`src/rtl/lpcc_pkg.sv`:
```
package lpcc_pkg;

  typedef enum logic [1:0] {
    ST_RUN    = 2'd0,
    ST_STOP   = 2'd1,
    ST_SETTLE = 2'd2
  } lp_state_e;

  typedef enum logic [1:0] {
    SRC_PLL  = 2'b00,
    SRC_XTAL = 2'b01,
    SRC_EXT  = 2'b10
  } src_sel_e;

  // tick of the source named by a select code
  function automatic logic pick_tick(src_sel_e s, logic p, logic x, logic e);
    logic t;
    case (s)
      SRC_XTAL: t = x;
      SRC_EXT:  t = e;
      default:  t = p;
    endcase
    return t;
  endfunction

  // desired source of the always-on branch
  function automatic src_sel_e sec_target(logic ext_mode, logic lp, logic keep);
    src_sel_e r;
    if (ext_mode)        r = SRC_EXT;
    else if (lp && !keep) r = SRC_XTAL;
    else                  r = SRC_PLL;
    return r;
  endfunction

endpackage

```
`src/rtl/lpcc_mode_fsm.sv`:
```
module lpcc_mode_fsm
  import lpcc_pkg::*;
#(
  parameter int SETTLE_CYC = 16
) (
  input  logic clk_i,
  input  logic rst_ni,
  input  logic stop_req_i,
  input  logic wake_req_i,
  output logic lp_active_o,
  output logic settle_phase_o,
  output logic settle_done_o
);
  localparam int CW = $clog2(SETTLE_CYC + 1);
  localparam logic [CW-1:0] LAST = CW'(SETTLE_CYC - 1);

  lp_state_e state_q, state_d;
  logic [CW-1:0] cnt_q, cnt_d;

  assign settle_done_o  = (state_q == ST_SETTLE) && (cnt_q == LAST) && !stop_req_i;
  assign settle_phase_o = (state_q == ST_SETTLE);
  assign lp_active_o    = (state_q != ST_RUN);

  always_comb begin
    state_d = state_q;
    cnt_d   = cnt_q;
    case (state_q)
      ST_RUN: begin
        if (stop_req_i) state_d = ST_STOP;
      end
      ST_STOP: begin
        if (!stop_req_i && wake_req_i) begin
          state_d = ST_SETTLE;
          cnt_d   = '0;
        end
      end
      ST_SETTLE: begin
        if (stop_req_i)         state_d = ST_STOP;
        else if (settle_done_o) state_d = ST_RUN;
        else                    cnt_d   = cnt_q + 1'b1;
      end
      default: state_d = ST_RUN;
    endcase
  end

  always_ff @(posedge clk_i) begin
    if (!rst_ni) begin
      state_q <= ST_RUN;
      cnt_q   <= '0;
    end else begin
      state_q <= state_d;
      cnt_q   <= cnt_d;
    end
  end
endmodule

```
`src/rtl/lpcc_sec_switch.sv`:
```
module lpcc_sec_switch
  import lpcc_pkg::*;
#(
  parameter int HALF = 2
) (
  input  logic       clk_i,
  input  logic       rst_ni,
  input  logic [1:0] target_i,
  input  logic       pll_tick_i,
  input  logic       xtal_tick_i,
  input  logic       ext_tick_i,
  output logic [1:0] sel_o,
  output logic       busy_o,
  output logic       sel_update_o,
  output logic       sec_en_o
);
  localparam int SPAN = 2 * HALF;
  localparam int SW   = $clog2(SPAN + 1);
  localparam logic [SW-1:0] MID = SW'(HALF - 1);
  localparam logic [SW-1:0] END = SW'(SPAN - 1);

  src_sel_e      sel_q;
  logic          busy_q;
  logic [SW-1:0] scnt_q;
  logic          start;

  assign start        = !busy_q && (target_i != sel_q);
  assign sel_update_o = busy_q && (scnt_q == MID);
  assign sel_o        = sel_q;
  assign busy_o       = busy_q;
  assign sec_en_o     = !busy_q && pick_tick(sel_q, pll_tick_i, xtal_tick_i, ext_tick_i);

  always_ff @(posedge clk_i) begin
    if (!rst_ni) begin
      sel_q  <= SRC_PLL;
      busy_q <= 1'b0;
      scnt_q <= '0;
    end else if (start) begin
      busy_q <= 1'b1;
      scnt_q <= '0;
    end else if (busy_q) begin
      if (sel_update_o) sel_q <= src_sel_e'(target_i);
      if (scnt_q == END) begin
        busy_q <= 1'b0;
        scnt_q <= '0;
      end else begin
        scnt_q <= scnt_q + 1'b1;
      end
    end
  end
endmodule

```
`src/rtl/lpcc_ediv.sv`:
```
module lpcc_ediv #(
  parameter int EDIV = 8
) (
  input  logic clk_i,
  input  logic rst_ni,
  input  logic tick_i,
  output logic strobe_o
);
  localparam int CW = $clog2(EDIV + 1);
  localparam logic [CW-1:0] LAST = CW'(EDIV - 1);

  logic [CW-1:0] cnt_q;

  assign strobe_o = tick_i && (cnt_q == LAST);

  always_ff @(posedge clk_i) begin
    if (!rst_ni)       cnt_q <= '0;
    else if (strobe_o) cnt_q <= '0;
    else if (tick_i)   cnt_q <= cnt_q + 1'b1;
  end
endmodule

```
`src/rtl/lpcc_top.sv`:
```
module lpcc_top
  import lpcc_pkg::*;
#(
  parameter int SETTLE_CYC = 16,
  parameter int HALF       = 2,
  parameter int EDIV       = 8
) (
  input  logic       clk_i,
  input  logic       rst_ni,
  input  logic       pll_tick_i,
  input  logic       xtal_tick_i,
  input  logic       ext_tick_i,
  input  logic       ext_mode_i,
  input  logic       keep_pll_i,
  input  logic       stop_req_i,
  input  logic       wake_req_i,
  output logic       clkout_en_o,
  output logic       core_en_o,
  output logic       prim_en_o,
  output logic       sec_en_o,
  output logic       e_en_o,
  output logic [1:0] sec_sel_o,
  output logic       lp_active_o
);
  localparam int NGATED = 2;

  logic       main_tick;
  logic       lp_active;
  logic       settle_phase;
  logic       settle_done;
  logic       sw_busy;
  logic       sel_update;
  logic [1:0] sel_q;
  logic [1:0] target;
  logic [NGATED-1:0] gated;

  assign main_tick = ext_mode_i ? ext_tick_i : pll_tick_i;
  assign target    = sec_target(ext_mode_i, lp_active, keep_pll_i);

  lpcc_mode_fsm #(.SETTLE_CYC(SETTLE_CYC)) u_fsm (
    .clk_i, .rst_ni, .stop_req_i, .wake_req_i,
    .lp_active_o   (lp_active),
    .settle_phase_o(settle_phase),
    .settle_done_o (settle_done)
  );

  lpcc_sec_switch #(.HALF(HALF)) u_sw (
    .clk_i, .rst_ni,
    .target_i    (target),
    .pll_tick_i, .xtal_tick_i, .ext_tick_i,
    .sel_o       (sel_q),
    .busy_o      (sw_busy),
    .sel_update_o(sel_update),
    .sec_en_o    (sec_en_o)
  );

  lpcc_ediv #(.EDIV(EDIV)) u_ediv (
    .clk_i, .rst_ni,
    .tick_i  (main_tick),
    .strobe_o(e_en_o)
  );

  // branches stopped while in low power
  for (genvar g = 0; g < NGATED; g++) begin : g_gate
    assign gated[g] = main_tick && !lp_active;
  end

  assign clkout_en_o = main_tick;
  assign core_en_o   = gated[0];
  assign prim_en_o   = gated[1];
  assign sec_sel_o   = sel_q;
  assign lp_active_o = lp_active;
endmodule

```
`config.mk`:
```
export PLATFORM = sky130hd
export DESIGN_NAME = lpcc_top
export DESIGN_NICKNAME = d
export VERILOG_FILES = /design/src/rtl/lpcc_pkg.sv /design/src/rtl/lpcc_mode_fsm.sv /design/src/rtl/lpcc_sec_switch.sv /design/src/rtl/lpcc_ediv.sv /design/src/rtl/lpcc_top.sv
export SDC_FILE = /design/constraint.sdc
export NUM_CORES = 1
export LEC_CHECK = 0
export ABC_AREA = 1
export CORE_MARGIN = 5
export CORE_UTILIZATION = 45
export CTS_CLUSTER_DIAMETER = 50
export DETAILED_ROUTE_END_ITERATION = 6
export MAX_ROUTING_LAYER = met4
export PLACE_DENSITY = 0.72
export SETUP_SLACK_MARGIN = 0.15
export SYNTH_ARGS = -nofsm -noshare
export SYNTH_HDL_FRONTEND = slang
export SYNTH_SLANG_ARGS = --single-unit
```
`constraint.sdc`:
```
create_clock -name clk_i -period 2 [get_ports clk_i]
set_clock_uncertainty 0.2 [all_clocks]
set_input_delay 0.4 -clock clk_i [delete_from_list [all_inputs] [get_ports clk_i]]
set_output_delay 0.4 -clock clk_i [all_outputs]
set_load 0.01 [all_outputs]
```
# Word level (Yosys, flattened, before mapping)
# Index checks and enable logic that the tools add are counted.
totals:
  regBits: 17
  latch_bits: 0
  ramBits: 0
  romBits: 0
  in_bits: 9
  out_inout_bits: 8
  mem_count: 0
op_classes:
  n_addsub: 3
  n_mul: 0
  n_div: 0
  magnitude_cmp: 0
  eq_ne: 14
  shift: 0
  mux: 17
  bitwise: 2
  n_reduce_logical: 21
op_table:
  columns: ["operator", "n"]
  rows:
  - ["$mux 5", 3]
  - ["$mux 2", 5]
  - ["$pmux 5 s2", 1]
  - ["$logic_and 1x1->1", 9]
  - ["$ne 2x2->1 const B", 3]
  - ["$pmux 2 s3", 1]
  - ["$reduce_and 3->1", 2]
  - ["$add 5x1->5 const B", 1]
  - ["$eq 5x4->1 const B", 1]
  - ["$mux 1", 5]
  - ["$add 4x1->4 const B", 1]
  - ["$eq 2x1->1 const B", 2]
  - ["$eq 2x2->1 const B", 2]
  - ["$eq 4x3->1 const B", 1]
  - ["$logic_not 1->1", 4]
  - ["$reduce_and 4->1", 1]
  - ["$reduce_bool 2->1", 2]
  - ["$reduce_or 2->1", 2]
  - ["$add 3x1->3 const B", 1]
  - ["$eq 3x1->1 const B", 1]
  - ["$eq 3x2->1 const B", 1]
  - ["$mux 3", 1]
  - ["$ne 3x2->1 const B", 1]
  - ["$logic_not 2->1", 1]
  - ["other kinds (4)", 5]

# Longest topological paths before layout
# Gate-level depths: netlist of the first run.
logic_depth:
  depth_word: 8
  mapped_depth: 10
  mapped_depth_nobuf: 10

# Modules after synthesis
# A second synthesis of the first run with hierarchy kept.
hier_totals:
  cells_unflattened: 148
  hier_area_um2: 998.5
modules_own_cells:
  columns: ["mod", "instances", "cells_per_inst", "area_per_inst_um2", "seq_area_each_um2"]
  rows:
  - ["lpcc_mode_fsm", 1, 61, 422.9, 140.1]
  - ["lpcc_sec_switch", 1, 52, 340.3, 120.1]
  - ["lpcc_ediv", 1, 24, 182.7, 80.1]
  - ["lpcc_top", 1, 11, 52.6, 0.0]

# Worst setup path after synthesis of the first run
# OpenSTA, ideal clock, no wires.
synth_timing:
  path_type: "register -> output"
  startpoint: "reg u_sw.sel_q[0], in the netlist u_sw.sel_o[0]"
  endpoint: "out sec_en_o"
  arrival_ps: 1209
  path_slack_ps: 191
  stages_incl_launch_ff: 4
  path_buffers: 0
  path_cell_list: "dfxtp_1 -> inv_1 -> ha_1 -> a221oi_1"
synth_between:
  elab_chain_len: 3
  word_cells_on_any_way: 4
  cone_classes: "eq/ne: 2; mux: 1; reduce/logical: 1"
synth_rtl:
  columns: ["item", "line", "text"]
  rows:
  - ["start, declared", "lpcc_sec_switch.sv:22", "src_sel_e sel_q;"]
  - ["start signal, assigned", "lpcc_sec_switch.sv:42", "if (sel_update_o) sel_q <= src_sel_e'(target_i);"]
  - ["$eq 2x2->1 or $eq 2x1->1 (tied branches)", "lpcc_pkg.sv:18", "case (s)"]
  - ["$pmux 1 s2 *", "lpcc_pkg.sv:18", null]
  - ["$logic_and 1x1->1 *", "lpcc_sec_switch.sv:31", "assign sec_en_o = !busy_q && pick_tick(sel_q, pll_tick_i, xtal_tick_i, ext_tick_i);"]
  - ["end, declared", "lpcc_top.sv:20", "output logic sec_en_o,"]
# Mark *: on every way between the ends. The rest lies on a longest branch, timed or not.

# Final worst setup path of the first run
# Ends and elaborated chain as after synthesis.

==> results of run 1 <==
-- cells by family after synthesis --
kind of cell               share of synthesized area
xor gates and xnor gates                      0.0190
buffers and inverters                          0.102
DFF                                            0.370
adders and majority gates                     0.0951
and+or+nand+nor                                0.266
AOI/OAI and AO/OA                              0.148
-- through the flow --
stage / hold slack [ns] / setup slack, ns / instance area (µm²) / setup TNS (ns)
3_5_place_dp: 0.283 / -0.477 / 1160 / -2.06
6_report: 0.295 / 0.0125 / 1220 / 0
3_3_place_gp: 0.275 / -0.422 / 1160 / -1.88
4_1_cts: 0.299 / 0.0423 / 1200 / 0
5_1_grt: 0.312 / -0.0644 / 1220 / -0.0644
2_1_floorplan: 0.259 / 0.191 / 921 / 0
-- metal layers --
layer / up-vias / GRT usage / share of wire
li1: 476 / - / -
met1: 378 / 0.169 / 0.48
met2: 28 / 0.247 / 0.45
met3: 7 / 0.0303 / 0.046
met4: 0 / 0.0729 / 0.025
met5: - / - / 0
-- synthesized netlist by cell type --
library cell / number
o21ai_0: 9
dfxtp_1: 17
o21ai_2: 2
xnor2_1: 1
a21oi_1: 8
nand4_1: 2
a221oi_1: 1
nand3_2: 1
o22ai_1: 1
nor3_1: 1
buf_4: 1
inv_2: 1
nand2_2: 1
nor2_1: 21
xor2_1: 1
nand3_1: 7
inv_1: 22
o211ai_1: 1
ha_1: 7
nand2_1: 26
o21bai_2: 1
-- area by class of cell --
class,instances,share of cell area
Multi-Input combinational cell,91,0.433
Sequential cell,17,0.286
Timing Repair Buffer,25,0.160
Clock inverter,1,0.00411
Inverter,23,0.0709
Tap cell,27,0.0277
Clock buffer,3,0.0185
-- worst max-delay path: cells and delay by family, from the launching register on --
kind	cells	cell delay [ns]
flops	1	0.35
fa+ha+maj	1	0.27
compound gates	2	0.26
buf+inv	2	0.21
-- repair_timing --
action	4_1_cts	5_1_grt
setup buffers	1	1
resized for setup	31	9
pin swaps	3	2
endpoints found under the setup margin	8	8
-- power by group --
group / internal (W) / switching, W
Combinational: 0.0000662 / 0.0000782
Clock: 0.0000745 / 0.000113
Sequential: 0.000357 / 0.0000165
-- state kept, by name, summed over array words and instances, names as in the netlist --
name	flops
u_ediv.cnt_q	4
u_fsm.cnt_q	5
u_fsm.state_q	2
u_sw.busy_o	1
u_sw.scnt_q	3
u_sw.sel_o	2
-- final timing paths --
path,end,slack (ns),depth (start not counted)
worst max-delay path,sec_en_o,0.01,5
worst min-delay path,u_fsm.cnt_q[0],0.30,2
worst max register to register,u_fsm.cnt_q[1],0.25,10
worst min register to register,u_fsm.cnt_q[0],0.30,2
==> out/qor.yml, run 1 <==
sta:
  clock.fmax_ghz: 0.503
  tightest_slew_ns: 0.372
  fin_crit_sh: 0.994
  rsz0062_at_grt: "yes"
  hold_viol: 0
  maxSlewHeadroom: 0.750
  fin_crit_ns: 1.99
  slew_violations: 0
  setup_viol_count_final: 0
setup_path:
  cp-start-kind: "register"
  path_class: "register to primary output"
  crit_chain: "inv_2 > ha_4 > a21oi_2 > a221oi_2 > buf_2"
  r2r_start: "u_fsm.cnt_q[0]"
  worstPathArrival_ns: 1.39
  crit_start: "u_sw.sel_o[0]"
  critPathMaxFanout: 2
  crit_slowest_cell: "dfxtp_2"
  end_kind: "primary output"
  cp.required_ns: 1.40
  cpPeakStageDelay_ns: 0.35
global_route:
  grt_max_degree: 11
  grt_pass1_vias: 922
  globalRouteTotalUtil: 0.148
  antenna_found_initial: 0
  grt_first_pass_wirelength_um: 3630
  grt_overflow: 0
synthesis:
  synth_cell_types: 21
  synth_nets: 148
  yosys-top-cells-area: "dfxtp_1 (37%), nand2_1 (11%), ha_1 (9.5%)"
  ys_seq_area_frac: 0.370
  ys_seq_elements: 17
  synth_warnings: 0
  syn_inst: 132
  postSynthAreaPerCell_um2: 6.98
  synth_top_cell_by_area: "dfxtp_1"
  yosys.area.top_type_share: 0.370
  synth_area_um2: 921
routing:
  dr_total_vias: 889
  viasPerCell: 4.75
  final_antenna_net_count: 0
  wire_per_inst_um: 11.0
  wirelength_um: 2050
  initialDrtViolationCount: 10
  first_pass_iters: 4
  drc_errors: 0
layout:
  area_growth_pct: 32.2
  area.sequential_um2: 348
  final_cell_mix: "nand2_1 (24), nor2_1 (21), inv_1 (20)"
  antennaDiodeCount: 0
  fillCellCount: 183
  utilization: 0.621
  multi_input_area_um2: 527
  fin_nets: 177
  drive_gt1_frac: 0.231
  final-instance-count-excl-fill: 187
  layout_commonest_cell: "nand2_1"
power:
  p_per_area_nw_per_um2: 579
  total_leakage_power_nw: 0.542
  power_w: 0.000705
  ir_drop_v: 0.000381
floorplan:
  fp.coreArea_um2: 1960
  ios: 17
  rows: 16
  initial_utilization: 0.469
  die_area_um2: 3050
  fp.dieH_um: 55.2
  die_w_um: 55.2
placement:
  hpwl_um: 1400
  dp.cells: 181
  port_buffers: 16
  gp_congestion: 0.794
job:
  maxCapViolCount: 0
clocking:
  root_buffer: "clkbuf_4"
  clkTransAtPathRegs_ns: 0.10
  cts.path.max_buffers: 2
  cts_hold_buf: 0
  clkSinkCount: 17
  cts_buffers: 3
  clock_latency_ns: 0.30
  tritoncts: "done"
  ctsHtreeMaxLevel: 1
worst_hold_path:
  hold_path_startpoint: "u_fsm.cnt_q[0]"
  hold_path_class: "register to register"
status:
  status: "finished clean"
Note: power is estimated with default switching activity, not from simulation.
==> run 2: changes to the inputs <==
--- a/config.mk
+++ b/config.mk
@@ -7,11 +7,11 @@
 export LEC_CHECK = 0
 export ABC_AREA = 1
 export CORE_MARGIN = 5
-export CORE_UTILIZATION = 45
+export CORE_UTILIZATION = 50
 export CTS_CLUSTER_DIAMETER = 50
 export DETAILED_ROUTE_END_ITERATION = 6
 export MAX_ROUTING_LAYER = met4
-export PLACE_DENSITY = 0.72
+export PLACE_DENSITY = 0.79
 export SETUP_SLACK_MARGIN = 0.15
 export SYNTH_ARGS = -nofsm -noshare
 export SYNTH_HDL_FRONTEND = slang
==> out/qor.yml, run 2 (synthesis results as in run 1) <==
status:
  status: "finished clean"
layout:
  largest_reg_flops: 5
  drive_gt1_frac: 0.261
  final_cell_mix: "nand2_1 (24), inv_1 (20), nor2_1 (19)"
  antennaDiodeCount: 0
  area.sequential_um2: 345
  multi_input_area_um2: 534
  layout_commonest_cell: "nand2_1"
  top_register: "u_fsm.cnt_q"
  fin_nets: 182
  area_growth_pct: 36.4
  reg_top3: "u_fsm.cnt_q: 5 flops, u_ediv.cnt_q: 4 flops, u_sw.scnt_q: 3 flops"
  fillCellCount: 135
sta:
  clock.fmax_ghz: 0.510
  rsz0062_at_grt: "yes"
  slew_violations: 0
  hold_viol: 0
  fin_crit_ns: 1.96
  setup_viol_count_final: 0
  fin_crit_sh: 0.980
  setup_tns_ns: 0
  timing.hold.ws_ns: 0.290
  tightest_slew_ns: 0.311
  maxSlewHeadroom: 0.790
  setup_slack_ns: 0.0397
setup_path:
  r2r_slack_ns: 0.34
  rr_worst_depth: 9
  critPathMaxFanout: 2
  worstPathArrival_ns: 1.36
  crit_slowest_cell: "dfxtp_2"
  cpPeakStageDelay_ns: 0.36
  r2r_start: "u_fsm.cnt_q[0]"
  end_kind: "primary output"
  cp.required_ns: 1.40
  rr_endpoint: "u_fsm.cnt_q[4]"
  crit_end: "sec_en_o"
  cp-start-kind: "register"
  path_class: "register to primary output"
  crit_chain: "inv_2 > ha_4 > a21oi_2 > a221oi_2 > buf_2"
  crit_start: "u_sw.sel_o[0]"
power:
  p_int_w: 0.000509
  pwr-share-seq: 0.521
  p_sw_w: 0.000206
  share_comb_of_total_power: 0.221
  p_per_area_nw_per_um2: 569
  total_leakage_power_nw: 0.559
  switching_share: 0.288
  p_clk_frac: 0.259
  ir_drop_v: 0.000435
  power_w: 0.000714
routing:
  viasPerCell: 4.92
  wirelength_um: 2070
  drc_errors: 0
  dr_total_vias: 935
  initialDrtViolationCount: 18
  first_pass_iters: 4
  final_antenna_net_count: 0
  wire_per_inst_um: 10.9
floorplan:
  fp.coreArea_um2: 1750
  die_area_um2: 2800
  initial_utilization: 0.528
  fp.dieH_um: 52.9
  rows: 15
  die_w_um: 52.9
  ios: 17
placement:
  hpwl_um: 1470
  dp_slack_ns: -0.483
  gp_congestion: 0.810
  port_buffers: 16
worst_hold_path:
  hold_path_class: "register to register"
clocking:
  clkSinkCount: 17
  cts.path.max_buffers: 2
  ctsHtreeMaxLevel: 1
  tritoncts: "done"
  root_buffer: "clkbuf_4"
  cts_hold_buf: 0
  cts_buffers: 3
  clkTransAtPathRegs_ns: 0.09
  clock_latency_ns: 0.29
global_route:
  antenna_found_initial: 0
  grt_overflow: 0
  grt_pass1_vias: 914
  globalRouteTotalUtil: 0.176
  grt_max_degree: 10
  grt_first_pass_wirelength_um: 3570
job:
  maxCapViolCount: 0
run 2: cell count changes in the layout (fill, tap and decap cells not counted), sizes merged:
cell	previous run	this run
dlygate4sd2	6	5
clkbuf	4	6
clkinv	1	0
buf	13	18
run 2: repair_timing:
action	in CTS	in global routing
gates resized for setup	33	12
setup endpoints to repair	8	11
buffers inserted	6	1
cloned	0	0
endpoints found under the hold margin	0	0
pin swaps	5	2
run 2: how the worst min path moves through the flow:
stage / depth (start not counted) / start / slack, ns / endpoint
6_report: 2 / u_sw.scnt_q[2] / 0.29 / u_sw.scnt_q[2]
5_1_grt: 2 / u_sw.scnt_q[2] / 0.32 / u_sw.scnt_q[2]
4_1_cts: 2 / u_sw.scnt_q[2] / 0.29 / u_sw.scnt_q[2]
3_5_place_dp: 2 / u_sw.scnt_q[2] / 0.27 / u_sw.scnt_q[2]
3_3_place_gp: 2 / u_sw.scnt_q[2] / 0.27 / u_sw.scnt_q[2]
2_1_floorplan: 2 / u_sw.scnt_q[2] / 0.26 / u_sw.scnt_q[2]
run 2: final cells by class:
type,count,share of cell area
Clock buffer,4,0.0209
Inverter,23,0.0687
Multi-Input combinational cell,91,0.425
Sequential cell,17,0.275
Tap cell,25,0.0249
Timing Repair Buffer,30,0.185
run 2: routing by layer:
| metal | global-route usage | share of wire | vias to the layer above |
|---|---|---|---|
| li1 | - | - | 489 |
| met1 | 0.187 | 0.44 | 426 |
| met2 | 0.318 | 0.50 | 16 |
| met3 | 0.0338 | 0.049 | 4 |
| met4 | 0.0681 | 0.011 | 0 |
| met5 | - | 0 | - |
run 2: worst max-delay path: cells and delay by family, from the launching register on:
kind / cells / cell delay (ns)
flip-flops: 1 / 0.36
adder cells (fa/ha/maj): 1 / 0.27
buffers and inverters: 2 / 0.23
AO/OA/AOI/OAI: 2 / 0.22
run 2: power groups by stage:
stage	clock network [W]	logic, W	registers [W]
floorplan	0	0.0000799	0.000376
global placement	0	0.000141	0.000377
detailed placement	0	0.000147	0.000377
CTS	0.000185	0.000151	0.000370
global route	0.000205	0.000176	0.000375
finish	0.000185	0.000158	0.000372
run 2: stage by stage:
stage,std cells,util,cell area (µm²)
6_report,190,0.720,1260
5_1_grt,190,0.720,1260
4_1_cts,189,0.705,1230
3_5_place_dp,179,0.663,1160
3_3_place_gp,179,0.663,1160
2_1_floorplan,132,-,921
==> run 3: changes to the inputs <==
--- a/config.mk
+++ b/config.mk
@@ -10,8 +10,9 @@
 export CORE_UTILIZATION = 50
 export CTS_CLUSTER_DIAMETER = 50
 export DETAILED_ROUTE_END_ITERATION = 6
+export DONT_BUFFER_PORTS = 1
 export MAX_ROUTING_LAYER = met4
-export PLACE_DENSITY = 0.79
+export PLACE_DENSITY = 0.67
 export SETUP_SLACK_MARGIN = 0.15
 export SYNTH_ARGS = -nofsm -noshare
 export SYNTH_HDL_FRONTEND = slang
==> out/qor.yml, run 3 (synthesis results as in run 1) <==
status:
  status: "finished clean"
floorplan:
  fp.coreArea_um2: 1750
  rows: 15
  die_w_um: 52.9
  fp.dieH_um: 52.9
  initial_utilization: 0.528
  ios: 17
  die_area_um2: 2800
routing:
  viasPerCell: 4.98
  dr_total_vias: 812
  dr_wl_met2_um: 817
  first_pass_iters: 4
  top_layer: "met4"
  drc_errors: 0
  wirelength_met1_um: 756
  wire_per_inst_um: 10.6
  initialDrtViolationCount: 5
  wirelength_um: 1730
  wl_met3_um: 121
  final_antenna_net_count: 0
global_route:
  grt_first_pass_wirelength_um: 3190
  antenna_found_initial: 0
  grt_max_degree: 11
  globalRouteTotalUtil: 0.155
  grt_pass1_vias: 768
  grt_overflow: 0
layout:
  design_area_um2: 1050
  antennaDiodeCount: 0
  fin_nets: 155
  top_register: "u_fsm.cnt_q"
  fillCellCount: 174
  multi_input_area_um2: 534
  largest_reg_flops: 5
  drive_gt1_frac: 0.181
  area_growth_pct: 14.1
  final_cell_mix: "nand2_1 (25), inv_1 (21), nor2_1 (19)"
  area.sequential_um2: 345
  reg_top3: "u_fsm.cnt_q: 5 flops, u_ediv.cnt_q: 4 flops, u_sw.scnt_q: 3 flops"
  utilization: 0.602
  layout_commonest_cell: "nand2_1"
clocking:
  cts.path.max_buffers: 2
  clock_latency_ns: 0.30
  ctsHtreeMaxLevel: 1
  tritoncts: "done"
  clkSinkCount: 17
  cts_buffers: 3
  root_buffer: "clkbuf_4"
  post-cts-setup-buffer-count: 0
  clkTransAtPathRegs_ns: 0.11
  cts_hold_buf: 0
power:
  ir_drop_v: 0.000293
  total_leakage_power_nw: 0.433
  p_per_area_nw_per_um2: 637
setup_path:
  crit_slowest_cell: "dfxtp_2"
  end_kind: "primary output"
  cpPeakStageDelay_ns: 0.35
  critPathTopFamily: "flip-flops"
  cp-start-kind: "register"
  cp.required_ns: 1.40
  critPathMaxFanout: 2
  crit_buf_inv: 2
  path_class: "register to primary output"
  worstPathArrival_ns: 1.36
  crit_chain: "inv_2 > ha_4 > a21oi_2 > a221oi_2 > buf_4"
sta:
  fin_crit_sh: 0.982
  setup_tns_ns: 0
  clock.fmax_ghz: 0.509
  slew_violations: 0
  rsz0062_at_grt: "yes"
  tightest_slew_ns: 0.320
  fin_crit_ns: 1.96
  maxSlewHeadroom: 0.785
  timing.hold.ws_ns: 0.0111
  setup_viol_count_final: 0
  hold_viol: 0
job:
  maxCapViolCount: 0
placement:
  dpl_cell_area_um2: 967
  gp_congestion: 0.774
  hpwl_um: 1330
  port_buffers: 0
worst_hold_path:
  hold_path_class: "input pin to register"
[run 3: cell types whose count changed in the layout (fill, tap and decap cells not counted), sizes merged]
| cell | previous run | this run |
|---|---|---|
| clkinv | 0 | 1 |
| dlygate4sd2 | 5 | 0 |
| buf | 18 | 3 |
| clkdlybuf4s50 | 5 | 0 |
| clkbuf | 6 | 3 |
[run 3: per-stage QoR]
step / total power [W] / setup slack (ns) / instances
5_1_grt: 0.000721 / -0.0673 / 163
2_1_floorplan: 0.000456 / 0.191 / 132
4_1_cts: 0.000673 / 0.0370 / 163
3_5_place_dp: 0.000478 / 0.219 / 159
3_3_place_gp: 0.000474 / 0.232 / 159
6_report: 0.000669 / 0.0352 / 163
[run 3: worst paths after layout]
kind	start	to	slack, ns	cells after the start
hold / removal	rst_ni	u_ediv.cnt_q[2]	0.01	2
hold reg to reg	u_sw.scnt_q[2]	u_sw.scnt_q[2]	0.30	2
setup reg to reg	u_fsm.cnt_q[0]	u_fsm.cnt_q[0]	0.33	10
setup / recovery	u_sw.sel_o[0]	sec_en_o	0.04	5
[run 3: per-layer routing]
layer	track usage	vias to the layer above
met5	-	-
met4	0.0638	0
met3	0.0366	5
met2	0.248	20
met1	0.187	352
li1	-	435
[run 3: worst reg2reg max path: stages, from the launching register on]
cell and delay, ns:
dfxtp_2 0.38, ha_2 0.20, nand2_1 0.05, nor2_1 0.10, ha_1 0.15, inv_1 0.05, nand3_1 0.13, nand2_4 0.10
inv_1 0.08, nand2_1 0.05, a21oi_1 0.12
[run 3: final cells by class]
cell class,count,share of cell area
clock buffer,3,0.0214
clock inverter,1,0.00476
inverter,23,0.0821
multi-input combinational,91,0.508
sequential,17,0.329
tap,25,0.0298
timing repair buffer,3,0.0250
[run 3: where the power goes]
| part | internal, W | switching (W) | total, W |
|---|---|---|---|
| combinational | 0.0000442 | 0.0000656 | 0.000110 |
| sequential | 0.000356 | 0.0000169 | 0.000373 |
| clock | 0.0000745 | 0.000112 | 0.000186 |
[run 3: timing repair]
item / in CTS / in global routing
gates resized for setup: 7 / 9
setup endpoints to repair: 3 / 8
cloned: 0 / 0
